$ cat config.mk
export PLATFORM = sky130hd
export DESIGN_NAME = tri_interval_timer
export DESIGN_NICKNAME = d
export VERILOG_FILES = /design/src/rtl/tri_timer_pkg.sv /design/src/rtl/tri_timer_channel.sv /design/src/rtl/tri_interval_timer.sv
export SDC_FILE = /design/constraint.sdc
export NUM_CORES = 1
export LEC_CHECK = 0
export BUFFER_PORTS_ARGS = -buffer_cell sky130_fd_sc_hd__clkbuf_2
export CAP_MARGIN = 25
export CORE_MARGIN = 5
export CORE_UTILIZATION = 54
export CTS_CLUSTER_DIAMETER = 120
export DETAILED_ROUTE_END_ITERATION = 7
export GPL_ROUTABILITY_DRIVEN = 0
export PLACE_DENSITY = 0.72
export SYNTH_ARGS = -nofsm -noshare
export SYNTH_HDL_FRONTEND = slang
export SYNTH_SLANG_ARGS = --single-unit
$ cat constraint.sdc
create_clock -name clk -period 2.7 [get_ports clk]
set_input_delay 0.135 -clock clk [delete_from_list [all_inputs] [get_ports clk]]
set_output_delay 0.135 -clock clk [all_outputs]
set_load 0.01 [all_outputs]
$ cat src/rtl/tri_timer_pkg.sv
package tri_timer_pkg;

   typedef logic [2:0] tmode_t;

   localparam tmode_t MODE_ONESHOT = 3'd0;
   localparam tmode_t MODE_SQUARE  = 3'd3;

   localparam logic [1:0] ACC_LATCH = 2'b00;
   localparam logic [1:0] ACC_WORD  = 2'b11;
   localparam logic [1:0] SEL_RDBK  = 2'b11;

   // readback control byte fields
   localparam int RB_NOCNT_BIT  = 5;
   localparam int RB_NOSTAT_BIT = 4;
   localparam int RB_CH_LSB     = 1;

   // auxiliary port bit positions
   localparam int AUX_TC_BIT  = 5;
   localparam int AUX_SQW_BIT = 0;

   function automatic logic [7:0] status_byte(input tmode_t m);
      return {2'b00, ACC_WORD, m, 1'b0};
   endfunction

endpackage

$ cat src/rtl/tri_timer_channel.sv
module tri_timer_channel
   import tri_timer_pkg::*;
#(
   parameter int CNT_W  = 16,
   parameter int DATA_W = 8
) (
   input  logic              clk,
   input  logic              rst_n,
   input  logic              tick_en,
   input  logic              mode_wr,
   input  tmode_t            mode_in,
   input  logic              latch_cmd,
   input  logic              arm_cmd,
   input  logic              dat_wr,
   input  logic              dat_rd,
   input  logic [DATA_W-1:0] wdata,
   output logic [DATA_W-1:0] rd_val,
   output logic              out_lvl,
   output tmode_t            mode_q,
   output logic              expire
);

   localparam logic [CNT_W-1:0] CNT_MAX = '1;
   localparam logic [CNT_W-1:0] CNT_ONE = CNT_W'(1);

   logic [CNT_W-1:0]  reload_q, count_q, olatch_q;
   logic [CNT_W-1:0]  count_nxt, new_val, load_val;
   logic [DATA_W-1:0] low_q;
   logic              wr_hi_q, rd_hi_q, armed_q, shot_q;
   logic              load, sqw, sq_high;

   assign load     = dat_wr && wr_hi_q;
   assign new_val  = {wdata, low_q};
   assign load_val = (new_val == '0) ? CNT_MAX : new_val;
   assign sqw      = (mode_q == MODE_SQUARE);
   assign expire   = tick_en && !load && (count_q == CNT_ONE);
   assign sq_high  = count_q > (reload_q >> 1);
   assign out_lvl  = sqw ? sq_high : shot_q;

   always_comb begin
      count_nxt = count_q;
      if (load)
         count_nxt = load_val;
      else if (tick_en) begin
         if (sqw)
            count_nxt = (count_q <= CNT_ONE) ? reload_q : count_q - CNT_ONE;
         else if (count_q != '0)
            count_nxt = count_q - CNT_ONE;
      end
   end

   always_comb begin
      if (armed_q)
         rd_val = status_byte(mode_q);
      else if (rd_hi_q)
         rd_val = olatch_q[CNT_W-1:DATA_W];
      else
         rd_val = olatch_q[DATA_W-1:0];
   end

   always_ff @(posedge clk) begin
      if (!rst_n) begin
         reload_q <= CNT_MAX;
         count_q  <= CNT_MAX;
         olatch_q <= '0;
         low_q    <= '0;
         mode_q   <= MODE_ONESHOT;
         wr_hi_q  <= 1'b0;
         rd_hi_q  <= 1'b0;
         armed_q  <= 1'b0;
         shot_q   <= 1'b0;
      end else begin
         count_q <= count_nxt;
         if (load) begin
            reload_q <= load_val;
            shot_q   <= 1'b0;
         end else if (expire && !sqw) begin
            shot_q <= 1'b1;
         end
         if (mode_wr) begin
            mode_q  <= mode_in;
            wr_hi_q <= 1'b0;
         end
         if (dat_wr) begin
            if (!wr_hi_q) low_q <= wdata;
            wr_hi_q <= !wr_hi_q;
         end
         if (latch_cmd) begin
            olatch_q <= count_q;
            rd_hi_q  <= 1'b0;
         end
         if (arm_cmd) armed_q <= 1'b1;
         if (dat_rd) begin
            if (armed_q) armed_q <= 1'b0;
            else         rd_hi_q <= !rd_hi_q;
         end
      end
   end

endmodule

$ cat src/rtl/tri_interval_timer.sv
module tri_interval_timer
   import tri_timer_pkg::*;
#(
   parameter int CNT_W   = 16,
   parameter int DATA_W  = 8,
   parameter int NUM_CH  = 3,
   parameter int ADDR_W  = 3,
   parameter int AUX_CH  = 2,
   parameter bit IRQ_REG = 1'b1
) (
   input  logic              clk,
   input  logic              rst_n,
   input  logic              tick_en,
   input  logic              wr_en,
   input  logic              rd_en,
   input  logic [ADDR_W-1:0] addr,
   input  logic [DATA_W-1:0] wdata,
   output logic [DATA_W-1:0] rdata,
   output logic              irq
);

   localparam logic [ADDR_W-1:0] ADDR_CTRL = ADDR_W'(NUM_CH);
   localparam logic [ADDR_W-1:0] ADDR_AUX  = ADDR_W'(NUM_CH + 1);

   if (DATA_W != 8) begin : g_bad_dw
      $error("tri_interval_timer: DATA_W must be 8");
   end
   if (CNT_W != 2 * DATA_W) begin : g_bad_cw
      $error("tri_interval_timer: CNT_W must be twice DATA_W");
   end
   if (NUM_CH != 3) begin : g_bad_nc
      $error("tri_interval_timer: command format fixes NUM_CH at 3");
   end
   if (AUX_CH >= NUM_CH) begin : g_bad_aux
      $error("tri_interval_timer: AUX_CH out of range");
   end

   logic              ctl_wr, is_rb;
   logic [1:0]        sel, access;
   logic [DATA_W-1:0] ch_rd [NUM_CH];
   tmode_t            ch_mode [NUM_CH];
   logic [NUM_CH-1:0] ch_out, ch_exp;
   logic [DATA_W-1:0] aux_byte, rd_sel;

   assign ctl_wr = wr_en && (addr == ADDR_CTRL);
   assign sel    = wdata[7:6];
   assign access = wdata[5:4];
   assign is_rb  = (sel == SEL_RDBK);

   for (genvar i = 0; i < NUM_CH; i++) begin : g_ch
      logic sel_me, mode_wr, latch_cmd, arm_cmd, rb_me;

      assign sel_me    = ctl_wr && !is_rb && (sel == 2'(i));
      assign rb_me     = ctl_wr && is_rb && wdata[RB_CH_LSB + i];
      assign mode_wr   = sel_me && (access != ACC_LATCH);
      assign latch_cmd = (sel_me && (access == ACC_LATCH)) ||
                         (rb_me && !wdata[RB_NOCNT_BIT]);
      assign arm_cmd   = rb_me && !wdata[RB_NOSTAT_BIT];

      tri_timer_channel #(.CNT_W(CNT_W), .DATA_W(DATA_W)) u_chan (
         .clk       (clk),
         .rst_n     (rst_n),
         .tick_en   (tick_en),
         .mode_wr   (mode_wr),
         .mode_in   (wdata[3:1]),
         .latch_cmd (latch_cmd),
         .arm_cmd   (arm_cmd),
         .dat_wr    (wr_en && (addr == ADDR_W'(i))),
         .dat_rd    (rd_en && (addr == ADDR_W'(i))),
         .wdata     (wdata),
         .rd_val    (ch_rd[i]),
         .out_lvl   (ch_out[i]),
         .mode_q    (ch_mode[i]),
         .expire    (ch_exp[i])
      );
   end

   always_comb begin
      aux_byte = '0;
      if (ch_mode[AUX_CH] == MODE_ONESHOT)
         aux_byte[AUX_TC_BIT] = ch_out[AUX_CH];
      else if (ch_mode[AUX_CH] == MODE_SQUARE)
         aux_byte[AUX_SQW_BIT] = ch_out[AUX_CH];
   end

   always_comb begin
      rd_sel = '0;
      for (int i = 0; i < NUM_CH; i++)
         if (addr == ADDR_W'(i)) rd_sel = ch_rd[i];
      if (addr == ADDR_AUX) rd_sel = aux_byte;
   end

   always_ff @(posedge clk) begin
      if (!rst_n)     rdata <= '0;
      else if (rd_en) rdata <= rd_sel;
   end

   if (IRQ_REG) begin : g_irq_ff
      logic irq_q;
      always_ff @(posedge clk) begin
         if (!rst_n) irq_q <= 1'b0;
         else        irq_q <= ch_exp[0];
      end
      assign irq = irq_q;
   end else begin : g_irq_comb
      assign irq = ch_exp[0];
   end

endmodule

=== Word-level counts from Yosys, hierarchy flattened ===
Cells that the tools add are included.

* Reduce and logical (&&, ||, !) cells: 77
* Magnitude comparators: 4
* Add/sub/neg operators: 3
* Bitwise operators: 4
* Muxes and demuxes: 56
* Equal/unequal tests: 12

{| class="wikitable"
|+ Operators with widths
! kind !! count
|-
| $mux W16 || 18
|-
| $mux W8 || 10
|-
| $le A16 B1 Y1 const B || 3
|-
| $logic_not A16 Y1 || 3
|-
| $reduce_bool A16 Y1 || 3
|-
| $sub A16 B1 Y16 const B || 3
|-
| $logic_and A1 B1 Y1 || 35
|-
| $eq A16 B1 Y1 const B || 2
|-
| $mux W1 || 28
|-
| $gt A16 B15 Y1 || 1
|-
| $eq A3 B2 Y1 const B || 5
|-
| $reduce_bool A2 Y1 || 7
|-
| $logic_not A1 Y1 || 12
|-
| $reduce_and A2 Y1 || 6
|-
| $reduce_bool A3 Y1 || 3
|-
| $logic_not A3 Y1 || 2
|-
| $eq A2 B2 Y1 const B || 2
|-
| $logic_not A2 Y1 || 2
|-
| $not A1 Y1 || 4
|-
| $eq A3 B1 Y1 const B || 1
|-
| $eq A3 B3 Y1 const B || 1
|-
| $logic_or A1 B1 Y1 || 3
|-
| $eq A2 B1 Y1 const B || 1
|-
| $reduce_or A2 Y1 || 1
|}

* Register bits after elaboration: 196
* Word-level logic and storage cells: 183
* Output and inout bits: 9
* Bits of input ports: 16

=== Depth between registers and ports, before layout ===
* Depth after elaboration: 9
* Depth in mapped cells: 11
* Depth with buffers taken out: 8

=== Modules after synthesis ===
Synthesis repeated with hierarchy kept, for this count alone.

* Cell total of the unflattened synthesis: 1275
* Area total of the unflattened synthesis: 10750.3 µm²

{| class="wikitable"
|+ Modules (own cells, without submodules)
! module !! area each (µm²) !! cells each !! times used !! seq. area each (µm²)
|-
| tri_timer_channel at g_ch[2].u_chan || 3368.2 || 395 || 1 || 1261.2
|-
| tri_timer_channel at g_ch[1].u_chan || 3325.7 || 393 || 1 || 1261.2
|-
| tri_timer_channel at g_ch[0].u_chan || 3314.4 || 390 || 1 || 1261.2
|-
| tri_interval_timer || 742.0 || 97 || 1 || 180.2
|}

=== Worst setup path before layout ===
OpenSTA, ideal clock, no wires.

* Path type: register to register
* Start point: register g_ch[0].u_chan.count_q[0]
* End point: register g_ch[0].u_chan.count_q[5]
* Path buffers: 2
* Slack: 0.429 ns
* Data arrival time: 2.140 ns
* Clock period less this slack: 2.271 ns
* Library setup time: 0.130 ns
* Required time: 2.570 ns
* Cell stages (with the launch flop): 11
* Cell sequence: dfxtp_1 clkbuf_1 inv_1 ha_1 or2_2 nand4_1 or2_1 clkbuf_1 nor2_1 a2111oi_0 o21ai_1

* Longest elaborated chain between the ends: 5
* Elaborated cells between the ends (all ways): 10
* Those cells by class: add/sub (1); order compare (1); mux (5); reduce/logical (3)

{| class="wikitable"
|+ RTL lines
! element !! RTL line !! RTL
|-
| start: declaration || tri_timer_channel.sv:26 || <nowiki>logic [CNT_W-1:0] reload_q, count_q, olatch_q;</nowiki>
|-
| start signal: assignment || tri_timer_channel.sv:73 || <nowiki>count_q <= count_nxt;</nowiki>
|-
| $sub A16 B1 Y16 / $le A16 B1 Y1 (equally long branches) || tri_timer_channel.sv:46, tri_timer_channel.sv:48 ||
|-
| $mux W16 (on tied branches) || tri_timer_channel.sv:47, tri_timer_channel.sv:46 ||
|-
| $mux W16 || tri_timer_channel.sv:45 || <nowiki>if (sqw)</nowiki>
|-
| $mux W16 || tri_timer_channel.sv:44 || <nowiki>else if (tick_en) begin</nowiki>
|-
| $mux W16 || tri_timer_channel.sv:42 || <nowiki>if (load)</nowiki>
|}

Several ways; a longest one is shown, not always the timed one. The select of a mux whose other input is x is not followed.
A chain may end at the register's enable or synchronous reset.

=== Worst setup path in the final report ===
* Start point: register g_ch[0].u_chan.count_q[5]
* End point: register g_ch[0].u_chan.count_q[11]

The elaborated chain is that of the path after synthesis.

==> results_dict.tcl <==
set metrics [dict create \
    max_cap_viol_count 0 \
    reg2reg_from "g_ch[0].u_chan.count_q[5]" \
    cts_hold_buf 0 \
    grt_use_total 0.2698 \
    synth-seq-area-share 0.3827 \
    final_net_count 1253 \
    layout_commonest_cell "dfxtp_1" \
    cts_made_buffers 17 \
    overflow 0 \
    p_leak_uw 0.004261 \
    utilization 0.6107 \
    worstSetupStartpointType "register" \
    yosys_warnings 0 \
    r2r_cells 7 \
    slew_viol_final 0 \
    final-hold-violation-count 0 \
    drt_iter0_markers 1203 \
    start_util 0.5481 \
    htree_levels 4 \
    rsz0062_at_grt "false" \
    synth_fp_nets 1232 \
    dp_slack_ns 0.3594 \
    async_flop_share 0 \
    arrival_ns 2.77 \
    final_cell_mix "dfxtp_1 (196), mux2i_1 (109), nand2_1 (104)" \
    outcome "completed" \
    rows 50 \
    placedCellCount 1428 \
    clock-sinks 196 \
    antenna_found_initial 0 \
    tightest_slew_ns 0.7008 \
    syn2layout_area_growth_pct 11.42 \
    die_w_um 147.8 \
    peakVddDrop_v 0.0004633 \
    skew_ns 0.009585 \
    holdPathEnd "rdata[7]" \
    pin_count 25 \
    synth_edf_count 0 \
    grt_max_degree 64 \
    ys.flop_type "dfxtp_1" \
    min_period_ns 2.433 \
    die_y_um 147.8 \
    drc 0 \
    clock_path_buffers 2 \
    r2r-end "g_ch[0].u_chan.count_q[11]" \
    grt_pass1_wl_mm 47.12 \
    grt_pass1_vias 8515 \
    synth-seq-cells 196 \
    fin_ws_ns 0.2667 \
    drtPass1Iterations 6 \
    antennaDiodeCount 0 \
    relSlewSlack 0.5310 \
    finalSetupViolations 0 \
    crit_fanout 9 \
    cp.required_ns 3.03 \
    reg2reg_slack_ns 0.27 \
    hold_path.startpoint "rd_en" \
    viasPerCell 6.314 \
    final_area_mm2 0.01142 \
    drive_above_1_share 0.1176 \
    port_buffers 24 \
    clock_latency_ns 0.44 \
    power.density_mw_per_mm2 542.4 \
    stdcell_count 1459 \
    post-dp-hpwl_mm 21.05 \
    post_synth_num_cell_types 79 \
    postCtsResizedCells 0 \
    holdCritPathClass "input port to register" \
    endpoint_kind "register" \
    worstSetupPathType "register to register" \
    finalSetupTns_ns 0 \
    clk_pin_slew_ns 0.07 \
    wl_per_cell_um 20.20 \
    syn_area_per_cell_um2 8.601 \
    clock.fmax_mhz 411.0 \
    num_vias 9212 \
    core_mm2 0.01871 \
    wl_mm 29.47 \
    whs_path_depth 2 \
    fin_crit_sh 0.9012 \
    postCtsSetupBuffers 0 \
    dieArea_mm2 0.02184 \
    cts_tree "yes" \
    synthCells 1192 \
    clockRootBuffer "clkbuf_16" \
    postRouteAntennaNets 0 \
    placedInstanceArea_mm2 0.01079 \
    synth.cell_area_mm2 0.01025 \
]
[cell usage after synthesis, types with 5 or more instances]
master	count	share of area
a211oi_1	6	0.0044
a21o_1	21	0.015
dfxtp_1	196	0.38
o2111ai_1	8	0.0068
nand4_1	10	0.0061
or2_1	6	0.0037
nand2b_1	7	0.0043
buf_2	14	0.0068
or4_1	8	0.0059
and3_1	6	0.0037
mux2i_1	109	0.11
o21a_1	8	0.0059
o221ai_1	8	0.0068
nor4_2	5	0.0061
ha_1	24	0.029
o21ai_1	38	0.019
clkbuf_1	55	0.020
and2_1	10	0.0061
nor3_1	34	0.017
a31oi_1	15	0.0092
o211ai_1	13	0.0095
o22ai_1	15	0.0092
o32ai_1	5	0.0043
nand3_1	29	0.014
nor2_2	5	0.0031
o21ai_0	52	0.025
nand3b_1	6	0.0044
a22oi_1	5	0.0037
inv_1	30	0.011
a21oi_1	59	0.029
buf_1	5	0.0018
nor2_1	77	0.028
o311ai_1	5	0.0043
nor2b_1	88	0.054
mux2_2	5	0.0055
xnor2_1	7	0.0060
nand2_1	104	0.038
nor4_1	9	0.0055
[power breakdown]
part	switching (uW)	internal (uW)
Combinational	275	173
Clock	1150	1600
Sequential	60.1	2930
[worst max-delay path: stages, from the launching register on]
cell and delay [ns]:
dfxtp_1 0.38, nor4_1 0.47, nand4_1 0.38, or2_1 0.43, buf_4 0.22, o22ai_1 0.16, a21oi_1 0.09, a21o_1 0.20
[worst max path at each step]
stage | startpoint | end | slack (ns)
after global placement | g_ch[0].u_chan.count_q[5] | g_ch[0].u_chan.count_q[11] | 0.41
after CTS | g_ch[0].u_chan.count_q[0] | g_ch[0].u_chan.count_q[5] | 0.34
after global routing | g_ch[2].u_chan.count_q[4] | g_ch[2].u_chan.count_q[10] | 0.09
after floorplan | g_ch[0].u_chan.count_q[0] | g_ch[0].u_chan.count_q[5] | 0.43
final | g_ch[0].u_chan.count_q[5] | g_ch[0].u_chan.count_q[11] | 0.27
after detailed placement | g_ch[0].u_chan.count_q[0] | g_ch[0].u_chan.count_q[5] | 0.36
[per-layer routing]
layer  track usage  wire length [um]
met2        0.4242             13410
met3       0.04169              2087
met4       0.07689               653
met5             0                 0
met1        0.3851             13320
[registers in the layout, indices dropped and copies added, names as in the netlist]
| name | cells |
|---|---|
| g_ch.u_chan.low_q | 24 |
| g_ch.u_chan.olatch_q | 48 |
| g_ch.u_chan.shot_q | 1 |
| g_ch.u_chan.mode_q | 9 |
| g_ch.u_chan.count_q | 48 |
| rdata | 8 |
| g_ch.u_chan.rd_hi_q | 3 |
| g_ch.u_chan.wr_hi_q | 3 |
| irq | 1 |
| g_ch.u_chan.armed_q | 3 |
| g_ch.u_chan.reload_q | 48 |
[per-stage QoR]
stage,hold WS (ns),power [uW]
3_3_place_gp,0.4361,3490
3_5_place_dp,0.4389,3497
5_1_grt,0.1298,6378
6_report,0.1273,6197
2_1_floorplan,0.2591,3333
4_1_cts,0.09799,6204
[final cells by class]
type                            instances  area, um^2
Fill cell                            1630        7282
Multi-Input combinational cell        887        5901
Sequential cell                       196        3924
Timing Repair Buffer                   81       563.0
Clock buffer                           20       456.7
Tap cell                              234       292.8
Clock inverter                         11       173.9
Inverter                               30       112.6
[cells by family after synthesis]
family,after synthesis,synth area share
adder cells (fa/ha/maj),24,0.02929
AO/OA/AOI/OAI,298,0.1881
AND/OR/NAND/NOR,441,0.2357
flip-flops,196,0.3827
XOR/XNOR,10,0.008543
multiplexers,114,0.1119
buffers and inverters,109,0.04381
Note: power is estimated with default switching activity, not from simulation.
